**src/rtl/byte_parity_ctl.sv**
```systemverilog
module byte_parity_ctl #(
  parameter int DW = 16,
  parameter int AW = 18,
  parameter int CAPW = 7,
  parameter logic [AW-1:0] REG_BASE = 18'o772100
) (
  input  logic            clk,
  input  logic            rst_n,
  input  logic            par_en,
  input  logic            trap_mode,
  input  logic [3:0]      reg_sel,
  input  logic            wr_en,
  input  logic [DW/8-1:0] wr_be,
  input  logic [DW-1:0]   wr_data,
  output logic [DW/8-1:0] par_wr,
  output logic [DW/8-1:0] par_we,
  input  logic            rd_valid,
  input  logic [CAPW-1:0] rd_addr_hi,
  input  logic [DW-1:0]   rd_data,
  input  logic [DW/8-1:0] rd_par,
  input  logic [AW-1:0]   bus_addr,
  input  logic            reg_rd,
  input  logic            reg_wr,
  input  logic [DW-1:0]   reg_wdata,
  output logic [DW-1:0]   reg_rdata,
  output logic            par_trap,
  output logic            ssyn_inhibit
);
  localparam int NB = DW / 8;
  localparam int CAP_LO = 5;

  logic [NB-1:0]   byte_bad;
  logic            rd_err, reg_hit, wr_hit;
  logic            rpt_en, err_flag;
  logic [CAPW-1:0] cap_addr;
  logic            unused_wdata;

  for (genvar g = 0; g < NB; g++) begin : g_byte
    assign par_wr[g]   = ~^wr_data[8*g +: 8];
    assign par_we[g]   = wr_en & wr_be[g];
    assign byte_bad[g] = ~^{rd_par[g], rd_data[8*g +: 8]};
  end

  assign rd_err  = rd_valid & par_en & (|byte_bad);
  assign reg_hit = bus_addr == (REG_BASE + (AW'(reg_sel) << 1));
  assign wr_hit  = reg_wr & reg_hit;
  assign unused_wdata = ^reg_wdata[DW-1:1];

  always_ff @(posedge clk or negedge rst_n) begin
    if (!rst_n) begin
      rpt_en   <= 1'b0;
      err_flag <= 1'b0;
      cap_addr <= '0;
    end else begin
      if (wr_hit) begin
        rpt_en   <= reg_wdata[0];
        err_flag <= 1'b0;
      end
      if (rd_err) begin
        err_flag <= 1'b1;
        cap_addr <= rd_addr_hi;
      end
    end
  end

  always_comb begin
    reg_rdata = '0;
    if (reg_rd && reg_hit) begin
      reg_rdata[DW-1]                = err_flag;
      reg_rdata[CAP_LO+CAPW-1:CAP_LO] = cap_addr;
      reg_rdata[0]                   = rpt_en;
    end
  end

  assign par_trap     = err_flag & rpt_en & ~trap_mode;
  assign ssyn_inhibit = rd_err & rpt_en & trap_mode;
endmodule

```
**config.mk**
```make
export PLATFORM = sky130hd
export DESIGN_NAME = byte_parity_ctl
export DESIGN_NICKNAME = d
export VERILOG_FILES = /design/src/rtl/byte_parity_ctl.sv
export SDC_FILE = /design/constraint.sdc
export NUM_CORES = 1
export LEC_CHECK = 0
export BUFFER_PORTS_ARGS = -buffer_cell sky130_fd_sc_hd__buf_2
export CELL_PAD_IN_SITES_DETAIL_PLACEMENT = 0
export CELL_PAD_IN_SITES_GLOBAL_PLACEMENT = 2
export CORE_UTILIZATION = 15
export DETAILED_ROUTE_END_ITERATION = 8
export PLACE_DENSITY = 0.82
export SYNTH_ARGS = -nofsm -noshare
export SYNTH_HDL_FRONTEND = slang
export SYNTH_SLANG_ARGS = --single-unit
```
**constraint.sdc**
```tcl
create_clock -name clk -period 2.4 [get_ports clk]
set_clock_uncertainty 0.1 [all_clocks]
set_input_delay 0.36 -clock clk [delete_from_list [all_inputs] [get_ports clk]]
set_output_delay 0.36 -clock clk [all_outputs]
set_load 0.03 [all_outputs]
```
==> qor.yml, run 1 <==
core_mm2: 0.00564
dieWidth_um: 79.4
synth_top_area_share_pct: 25.1
num_vias: 882
numCtsBuffers: 3
yosys.area_share.simple_pct: 17.5
cts_tree: "done"
ir_worst_vdd_v: 0.000324
power.density_mw_per_mm2: 501
slowest_delay_ns: 0.46
cts_setup_buffers: 0
final_antenna_net_count: 0
power_w: 0.000736
synth.area.mux_share_pct: 10.9
antenna_cells: 0
tns_ns: 0
crit_chain: "buf_2 -> xor2_1 -> xnor3_2 -> xnor2_2 -> a21oi_4 -> and3_2 -> buf_2"
synthesis.instances: 86
cts.sinks: 9
synth_top_family_by_area: "XOR/XNOR gates"
critPathRequiredTime_ns: 1.94
synthDistinctLibCells: 22
placed_area_mm2: 0.00141
synth_compound_area_share_pct: 2.79
ys_seq_elements: 9
synthArstFlopShare_pct: 100
synth_most_common_cell: "xnor2_1"
power_leakage_nw: 0.749
hold_start: "rd_addr_hi[0]"
critPathKind: "primary input to output port"
crit_path_start_kind: "primary input"
reg2regPathDepth: 1
start_util_pct: 15.9
fmax_mhz: 445
period_share_pct: 93.6
yosysWarnings: 0
final_cell_area_mm2: 0.00147
reg2reg_from: "rpt_en$_DFFE_PN0P_"
overflow: 0
synth_edf_count: 0
synth_ff_type: "dfrtp_1"
die_area_mm2: 0.00630
routed_via_density: 3.50
rsz0062_at_grt: "no"
htreeDepth: 1
drt_pass1_iterations: 2
ys_top_cells_by_count: "xnor2_1 (25), and2_1 (11), dfrtp_1 (9), buf_4 (7), mux2_2 (6)"
min_to: "cap_addr[0]$_DFFE_PN0P_"
synthesis.area_um2: 898
setup.worst_path.start: "rd_data[10]"
wl_mm: 2.20
synth_top_area_cell: "dfrtp_1"
setup_viol: 0
grt_pass1_vias: 813
min_path_cells: 2
fp-row-count: 27
drc: 0
clkSlewWorstSetupHoldPaths_ns: 0.04
cts_buffer_depth: 2
status: "completed"
area_growth_syn_to_layout_pct: 63.5
grt_pass1_wl_mm: 3.44
drv_slew: 0
cts_root_buf: "clkbuf_8"
synth_area_per_cell_um2: 10.4
holdWs_ns: 0.266
cp.arrival_ns: 1.79
timing.rr.end: "rpt_en$_DFFE_PN0P_"
ys_seq_area_share_pct: 25.1
finalHoldViolCount: 0
nets: 270
io-pin-count: 111
antenna_found_initial: 0
crit_slowest_cell: "xnor3_2"
port_buffers: 88
cts_resized: 0
period_needed_ns: 2.25
drive_gt1_share_pct: 61.1
drt_iter0_drc: 17
synth_xor_area_share_pct: 37.0
r2r_slack_ns: 1.53
grt_max_degree: 10
critPathMaxFanout: 2
cp_common_cell: "buf_2"
synth_area_leaders: "dfrtp_1 (25%), xnor2_1 (24%), and2_1 (7.7%)"
cpLargestDelayFamily: "XOR/XNOR gates"
maxCapViolations: 0
track_usage_pct: 6.93
hold_buffers: 1
hold_class: "primary input to register"
wl_per_cell_um: 8.73
critPathBufInv: 2
nFillCells: 633
fp.dieH_um: 79.4
crit_path_end_kind: "output port"
synthAdderAreaFrac_pct: 0
dp_hpwl_mm: 1.92
clock_latency_ns: 0.23
place.gp.congestion: 0.635
-- power breakdown --
part / switching [W] / internal [W] / leakage (nW) / total [W]
clock network: 0.0000538 / 0.000115 / 0.0228 / 0.000169
registers: 0.0000209 / 0.000204 / 0.105 / 0.000225
logic: 0.000149 / 0.000193 / 0.621 / 0.000342
-- per-stage QoR --
step	utilization, %	setup slack (ns)	cells
after global placement	25.1	0.124	247
after floorplan	-	0.256	92
after detailed placement	25.1	0.105	247
after CTS	26.0	0.0968	252
final	26.0	0.154	252
after global routing	26.0	0.0480	252
-- per-layer routing --
metal | vias up | wire length [um] | track usage, %
li1 | 458 | - | -
met1 | 380 | 836 | 7.27
met2 | 44 | 1190 | 13.3
met3 | 0 | 177 | 1.49
met4 | 0 | 0 | 2.73
met5 | - | 0 | 0
-- how the worst max path moves through the flow --
stage	to	slack, ns	depth (start not counted)
finish	ssyn_inhibit	0.15	7
global route	ssyn_inhibit	0.05	7
CTS	ssyn_inhibit	0.1	7
detailed placement	ssyn_inhibit	0.10	7
global placement	ssyn_inhibit	0.12	7
floorplan	ssyn_inhibit	0.26	5
-- registers in the layout (all words and copies together), names as in the netlist --
| signal | cells |
|---|---|
| cap_addr | 7 |
| err_flag | 1 |
| rpt_en | 1 |
-- logic make-up after synthesis --
group,after synthesis
AO/OA/AOI/OAI,2
XOR/XNOR,32
buffers and inverters,8
flip-flops,9
multiplexers,8
other,1
AND/OR/NAND/NOR,26
-- cell type report --
| class | count | area (um2) | share of cell area, % |
|---|---|---|---|
| well taps | 72 | 90.1 | 6.13 |
| repair buffers | 91 | 465 | 31.7 |
| clock buffers | 4 | 45.0 | 3.07 |
| multi-input cells | 75 | 639 | 43.5 |
| inverters | 1 | 3.75 | 0.256 |
| flip-flops and latches | 9 | 225 | 15.3 |
-- cell usage in the layout, fill, tap and decap left out, types with 3 or more instances in the layout --
cell type	netlist	layout
and2_1	11	11
buf_2	0	88
xnor2_2	3	3
dfrtp_1	9	9
conb_1	1	7
nand2_1	5	5
xnor2_1	25	25
mux2_2	6	6
clkbuf_8	0	3
nand4_1	3	3
Power figures use the tool's default switching activity.
==> inputs of run 2 (changes only) <==
--- a/config.mk
+++ b/config.mk
@@ -8,9 +8,9 @@
 export BUFFER_PORTS_ARGS = -buffer_cell sky130_fd_sc_hd__buf_2
 export CELL_PAD_IN_SITES_DETAIL_PLACEMENT = 0
 export CELL_PAD_IN_SITES_GLOBAL_PLACEMENT = 2
-export CORE_UTILIZATION = 15
+export CORE_UTILIZATION = 16
 export DETAILED_ROUTE_END_ITERATION = 8
-export PLACE_DENSITY = 0.82
+export PLACE_DENSITY = 0.87
 export SYNTH_ARGS = -nofsm -noshare
 export SYNTH_HDL_FRONTEND = slang
 export SYNTH_SLANG_ARGS = --single-unit
==> constraint.sdc (replaced) <==
create_clock -name clk -period 2.76 [get_ports clk]
set_clock_uncertainty 0.1 [all_clocks]
set_input_delay 0.414 -clock clk [delete_from_list [all_inputs] [get_ports clk]]
set_output_delay 0.414 -clock clk [all_outputs]
set_load 0.03 [all_outputs]
==> run 2 against run 1 <==
  * Via count down 0.68%
  * Total power shrank 13%
  * Global-route usage grew 0.54 points
  * Clock-buffer cell count did not move
  * Die area down 6.1%
  * Critical path depth is the same
  * Core utilization grew 1.8 points
  * Final area is 0.17% lower
  * Sequential power down 13%
  * Critical path type unchanged
==> qor.yml, run 2 (synthesized netlist as in run 1, its figures left out) <==
status: "completed"
min_path_cells: 2  # unchanged
final_cell_mix: "buf_2 (88), xnor2_1 (25), and2_1 (11), dfrtp_1 (9), conb_1 (7)"
clkSlewWorstSetupHoldPaths_ns: 0.05  # about the same
period_share_pct: 84.6
start_util_pct: 17.0  # +1.1 points
final_common_cell: "buf_2"
crit_path_start_kind: "primary input"
final_antenna_net_count: 0  # unchanged
grt_max_degree: 10  # unchanged
nets: 270  # unchanged
core_mm2: 0.00527  # -6.6%
die_area_mm2: 0.00592  # -6.1%
setup.worst_path.start: "rd_data[10]"
antenna_found_initial: 0  # unchanged
numCtsBuffers: 3  # unchanged
r2r_slack_ns: 1.86  # +0.33 ns
reg.largest.list: "cap_addr x7, err_flag x1, rpt_en x1"
critPathKind: "primary input to output port"
drc: 0  # unchanged
area_growth_syn_to_layout_pct: 63.2
wl_per_cell_um: 8.69  # -0.48%
maxCapViolations: 0  # unchanged
dieWidth_um: 76.9  # -3.1%
critPathBufInv: 2  # unchanged
dp_hpwl_mm: 1.93  # +0.75%
cts_tree: "done"
overflow: 0  # unchanged
cts.sinks: 9  # unchanged
fp.dieH_um: 76.9  # -3.1%
crit_chain: "buf_2 -> xor2_1 -> xnor3_2 -> xnor2_2 -> a21oi_4 -> and3_2 -> buf_2"
nFillCells: 587  # -7.3%
drt_pass1_iterations: 2  # unchanged
ir_worst_vdd_v: 0.000424  # +31%
min_to: "cap_addr[6]$_DFFE_PN0P_"
dp_cells: 245  # -0.81%
track_usage_pct: 7.48  # +0.54 points
antenna_cells: 0  # unchanged
finalHoldViolCount: 0  # unchanged
drive_gt1_share_pct: 61.1  # unchanged
grt_pass1_vias: 857  # +5.4%
power_leakage_nw: 0.749  # unchanged
io-pin-count: 111  # unchanged
tns_ns: 0  # unchanged
hold_start: "rd_addr_hi[6]"
largest_reg_flops: 7  # unchanged
cts_buffer_depth: 2  # unchanged
setup_viol: 0  # unchanged
fmax_mhz: 428
reg2regPathDepth: 1  # unchanged
grt_pass1_wl_mm: 3.53  # +2.6%
rsz0062_at_grt: "no"
place.gp.congestion: 0.673  # +5.9%
layout.cells.non_filler: 250  # -0.79%
cts_setup_buffers: 0  # unchanged
critPathMaxFanout: 2  # unchanged
port_buffers: 88  # unchanged
cp.arrival_ns: 1.82  # +0.03 ns
fp-row-count: 26  # -3.7%
drv_slew: 0  # unchanged
htreeDepth: 1  # unchanged
routed_via_density: 3.50  # +0.11%
crit_slowest_cell: "xnor3_2"
period_needed_ns: 2.34
timing.rr.end: "rpt_en$_DFFE_PN0P_"
largest_register: "cap_addr"
clock_latency_ns: 0.23  # about the same
critPathRequiredTime_ns: 2.25  # +0.31 ns
cp_common_cell: "buf_2"
crit_path_end_kind: "output port"
hold_class: "primary input to register"
reg2reg_from: "rpt_en$_DFFE_PN0P_"
drt_iter0_drc: 6  # -11
cpLargestDelayFamily: "XOR/XNOR gates"
wl_mm: 2.17  # -1.3%
slowest_delay_ns: 0.46  # about the same
num_vias: 876  # -0.68%
power.density_mw_per_mm2: 437  # -13%
cts_root_buf: "clkbuf_8"
run 2: final cells by class:
| cell class | count | area [um2] | share of cell area [%] |
|---|---|---|---|
| Clock buffer | 4 | 45.0 | 3.07 |
| Inverter | 1 | 3.75 | 0.256 |
| Multi-Input combinational cell | 75 | 639 | 43.6 |
| Sequential cell | 9 | 225 | 15.4 |
| Tap cell | 70 | 87.6 | 5.97 |
| Timing Repair Buffer | 91 | 465 | 31.7 |
run 2: worst max-delay path by stage:
stage,end,depth (start not counted)
after floorplan,ssyn_inhibit,5
after global placement,ssyn_inhibit,7
after detailed placement,ssyn_inhibit,7
after CTS,ssyn_inhibit,7
after global routing,ssyn_inhibit,7
final,ssyn_inhibit,7
run 2: repair_timing:
action / CTS / global route
gates resized for setup: 0 / 0
endpoints found under the hold margin: 9 / 0
hold buffers: 1 / 0
run 2: layer usage:
metal	up-vias	share of wire (%)	GRT usage, %
li1	456	-	-
met1	376	36	7.23
met2	44	55	15.2
met3	0	8.9	2.86
met4	0	0	0.577
met5	-	0	0
run 2: where the power goes:
group	total, W	internal (W)	switching, W
Clock	0.000149	0.000100	0.0000490
Sequential	0.000195	0.000177	0.0000173
Combinational	0.000297	0.000168	0.000129
run 2: stage by stage:
step                power, W  hold WS (ns)  utilization, %  area [um2]  setup slack [ns]
finish              0.000641         0.317            27.8        1470             0.424
global route        0.000693         0.302            27.8        1470             0.334
CTS                 0.000655         0.311            27.8        1470             0.391
detailed placement  0.000498         0.181            26.8        1410             0.401
global placement    0.000493         0.181            26.8        1410             0.413
floorplan           0.000412        0.0184               -         921             0.508
==> inputs of run 3 (changes only) <==
--- a/config.mk
+++ b/config.mk
@@ -8,9 +8,9 @@
 export BUFFER_PORTS_ARGS = -buffer_cell sky130_fd_sc_hd__buf_2
 export CELL_PAD_IN_SITES_DETAIL_PLACEMENT = 0
 export CELL_PAD_IN_SITES_GLOBAL_PLACEMENT = 2
-export CORE_UTILIZATION = 16
+export CORE_UTILIZATION = 14
 export DETAILED_ROUTE_END_ITERATION = 8
-export PLACE_DENSITY = 0.87
+export PLACE_DENSITY = 0.81
 export SYNTH_ARGS = -nofsm -noshare
 export SYNTH_HDL_FRONTEND = slang
 export SYNTH_SLANG_ARGS = --single-unit
==> constraint.sdc (replaced) <==
create_clock -name clk -period 2.05 [get_ports clk]
set_clock_uncertainty 0.1 [all_clocks]
set_input_delay 0.3075 -clock clk [delete_from_list [all_inputs] [get_ports clk]]
set_output_delay 0.3075 -clock clk [all_outputs]
set_load 0.03 [all_outputs]
==> run 3 against run 2 <==
  * Worst hold slack got worse by 0.11 ns
  * Setup slack worse by 0.41 ns
  * Core utilization shrank 0.68 points
  * Total power rose by 40%
  * Critical path depth did not move
  * Clock-buffer cell count is the same
  * Register-to-register slack lost 0.72 ns
  * Sequential power is 36% higher
  * Cell count increased by 2.8%
  * Sequential share of layout area fell by 1.7 points
  * Largest cell class unchanged
==> qor.yml, run 3 (synthesized netlist as in run 1, its figures left out) <==
status: "completed"
overflow: 0  # unchanged
drc: 0  # unchanged
fmax_mhz: 492
worst_slack_ns: 0.0172  # -0.407 ns
setup_viol: 0  # unchanged
drive_gt1_share_pct: 67.0  # +5.9 points
nets: 272  # +0.74%
cp.arrival_ns: 1.63  # -0.19 ns
grt_pass1_wl_mm: 3.54  # +0.40%
place.gp.congestion: 0.660  # -1.9%
antenna_found_initial: 0  # unchanged
antenna_cells: 0  # unchanged
timing.rr.end: "rpt_en$_DFFE_PN0P_"
hold_start: "rd_addr_hi[5]"
final_antenna_net_count: 0  # unchanged
final_common_cell: "buf_2"
critPathRequiredTime_ns: 1.64  # -0.61 ns
swShare_pct: 31.4  # +0.87 points
dp_slack_ns: -0.117  # -0.519 ns
clock_latency_ns: 0.23  # about the same
reg2reg_from: "rpt_en$_DFFE_PN0P_"
register_area_um2: 225  # unchanged
final_cell_mix: "buf_2 (73), xnor2_1 (22), buf_6 (14), dfrtp_1 (9), conb_1 (7)"
dp_hpwl_mm: 2.07  # +7.0%
maxCapViolations: 0  # unchanged
track_usage_pct: 6.96  # -0.51 points
rsz0062_at_grt: "yes"
clkSlewWorstSetupHoldPaths_ns: 0.04  # about the same
p_comb_share_pct: 47.3  # +1.0 points
port_buffers: 88  # unchanged
grt_pass1_vias: 847  # -1.2%
numCtsBuffers: 3  # unchanged
largest_reg_flops: 7  # unchanged
fp.dieH_um: 82.1  # +6.7%
seqPwrFrac_pct: 29.8  # -0.6 points
die_area_mm2: 0.00674  # +14%
nFillCells: 680  # +16%
reg2regPathDepth: 1  # unchanged
period_share_pct: 99.2
reg.largest.list: "cap_addr x7, err_flag x1, rpt_en x1"
core_mm2: 0.00606  # +15%
power.density_mw_per_mm2: 544  # +24%
routed_via_density: 3.56  # +1.6%
layout.cells.non_filler: 257  # +2.8%
cts_buffer_depth: 2  # unchanged
period_needed_ns: 2.03
power.internal_w: 0.000615  # +38%
critPathMaxFanout: 2  # unchanged
crit_path_end_kind: "output port"
htreeDepth: 1  # unchanged
dieWidth_um: 82.1  # +6.7%
dp_cells: 250  # +2.0%
drv_slew: 0  # unchanged
finalHoldViolCount: 0  # unchanged
hold_class: "primary input to register"
setup.worst_path.start: "rd_data[7]"
largest_register: "cap_addr"
critPathKind: "primary input to output port"
wl_per_cell_um: 9.81  # +13%
crit_path_start_kind: "primary input"
num_vias: 915  # +4.5%
drt_iter0_drc: 5  # -1
drt_pass1_iterations: 2  # unchanged
cp-endpoint: "ssyn_inhibit"
tns_ns: 0  # unchanged
cts.sinks: 9  # unchanged
io-pin-count: 111  # unchanged
final_cell_area_mm2: 0.00165  # +12%
start_util_pct: 14.8  # -2.2 points
cts_root_buf: "clkbuf_8"
cts_tree: "done"
fp-row-count: 28  # +7.7%
power_leakage_nw: 0.813  # +8.7%
wl_mm: 2.52  # +16%
netSwitchingPower_w: 0.000281  # +44%
grt_max_degree: 10  # unchanged
power_frac_clock_pct: 23.0  # -0.3 points
ir_worst_vdd_v: 0.000367  # -14%
multi_input_area_um2: 707  # +11%
placed_area_mm2: 0.00142  # +0.44%
r2r_slack_ns: 1.14  # -0.72 ns
area_growth_syn_to_layout_pct: 83.1
## run 3: cell count changes in the layout (fill, tap and decap cells not counted), moves of 3 or more
cell / change
and2_1: -5
and2_4: +5
buf_2: -15
buf_4: +3
buf_6: +14
xnor2_1: -3
xnor2_2: +3
## run 3: timing repair
item | CTS | global route
pin swaps | 9 | 5
setup buffers | 1 | 0
endpoints found under the hold margin | 9 | 0
hold buffers | 1 | 0
setup endpoints to repair | 5 | 10
cloned | 0 | 1
resized for setup | 10 | 35
## run 3: worst min-delay path by stage
stage                                          to  slack, ns  cells after the start
after global routing           rpt_en$_DFFE_PN0P_       0.21                      2
after detailed placement  cap_addr[3]$_DFFE_PN0P_       0.07                      1
after CTS                 cap_addr[5]$_DFFE_PN0P_       0.20                      2
after global placement    cap_addr[3]$_DFFE_PN0P_       0.07                      1
after floorplan           cap_addr[0]$_DFFE_PN0P_      -0.09                      0
final                     cap_addr[5]$_DFFE_PN0P_       0.21                      2
## run 3: final cells by class
class | instances | share of cell area [%]
inverters | 1 | 0.228
well taps | 75 | 5.70
flip-flops and latches | 9 | 13.7
multi-input cells | 75 | 43.0
clock buffers | 4 | 2.74
repair buffers | 93 | 34.7
## run 3: worst max-delay path, stage by stage
cell	delay (ns)
buf_6	0.09
xnor2_2	0.13
xnor3_2	0.44
xnor2_2	0.16
a21oi_4	0.17
and3_4	0.19
buf_6	0.12
## run 3: power by group through the flow
stage          combinational, W  clock [W]  sequential [W]
2_1_floorplan          0.000297          0        0.000258
3_3_place_gp           0.000402          0        0.000265
3_5_place_dp           0.000406          0        0.000267
4_1_cts                0.000421   0.000216        0.000264
5_1_grt                0.000462   0.000221        0.000277
6_report               0.000423   0.000206        0.000266
## run 3: metal layers
layer	vias to the layer above	routed length, um	global-route usage (%)	share of wire, %
met5	-	0	0	0
met4	0	23	2.63	0.91
met3	3	163	1.43	6.5
met2	41	1450	13.6	57
met1	411	887	7.14	35
li1	460	-	-	-
## run 3: per-stage QoR
step	power, W	utilization (%)	hold WS (ns)
6_report	0.000895	27.1	0.206
5_1_grt	0.000960	27.1	0.207
4_1_cts	0.000900	25.2	0.201
3_3_place_gp	0.000667	23.4	0.0728
2_1_floorplan	0.000555	-	-0.0881
3_5_place_dp	0.000673	23.4	0.0732
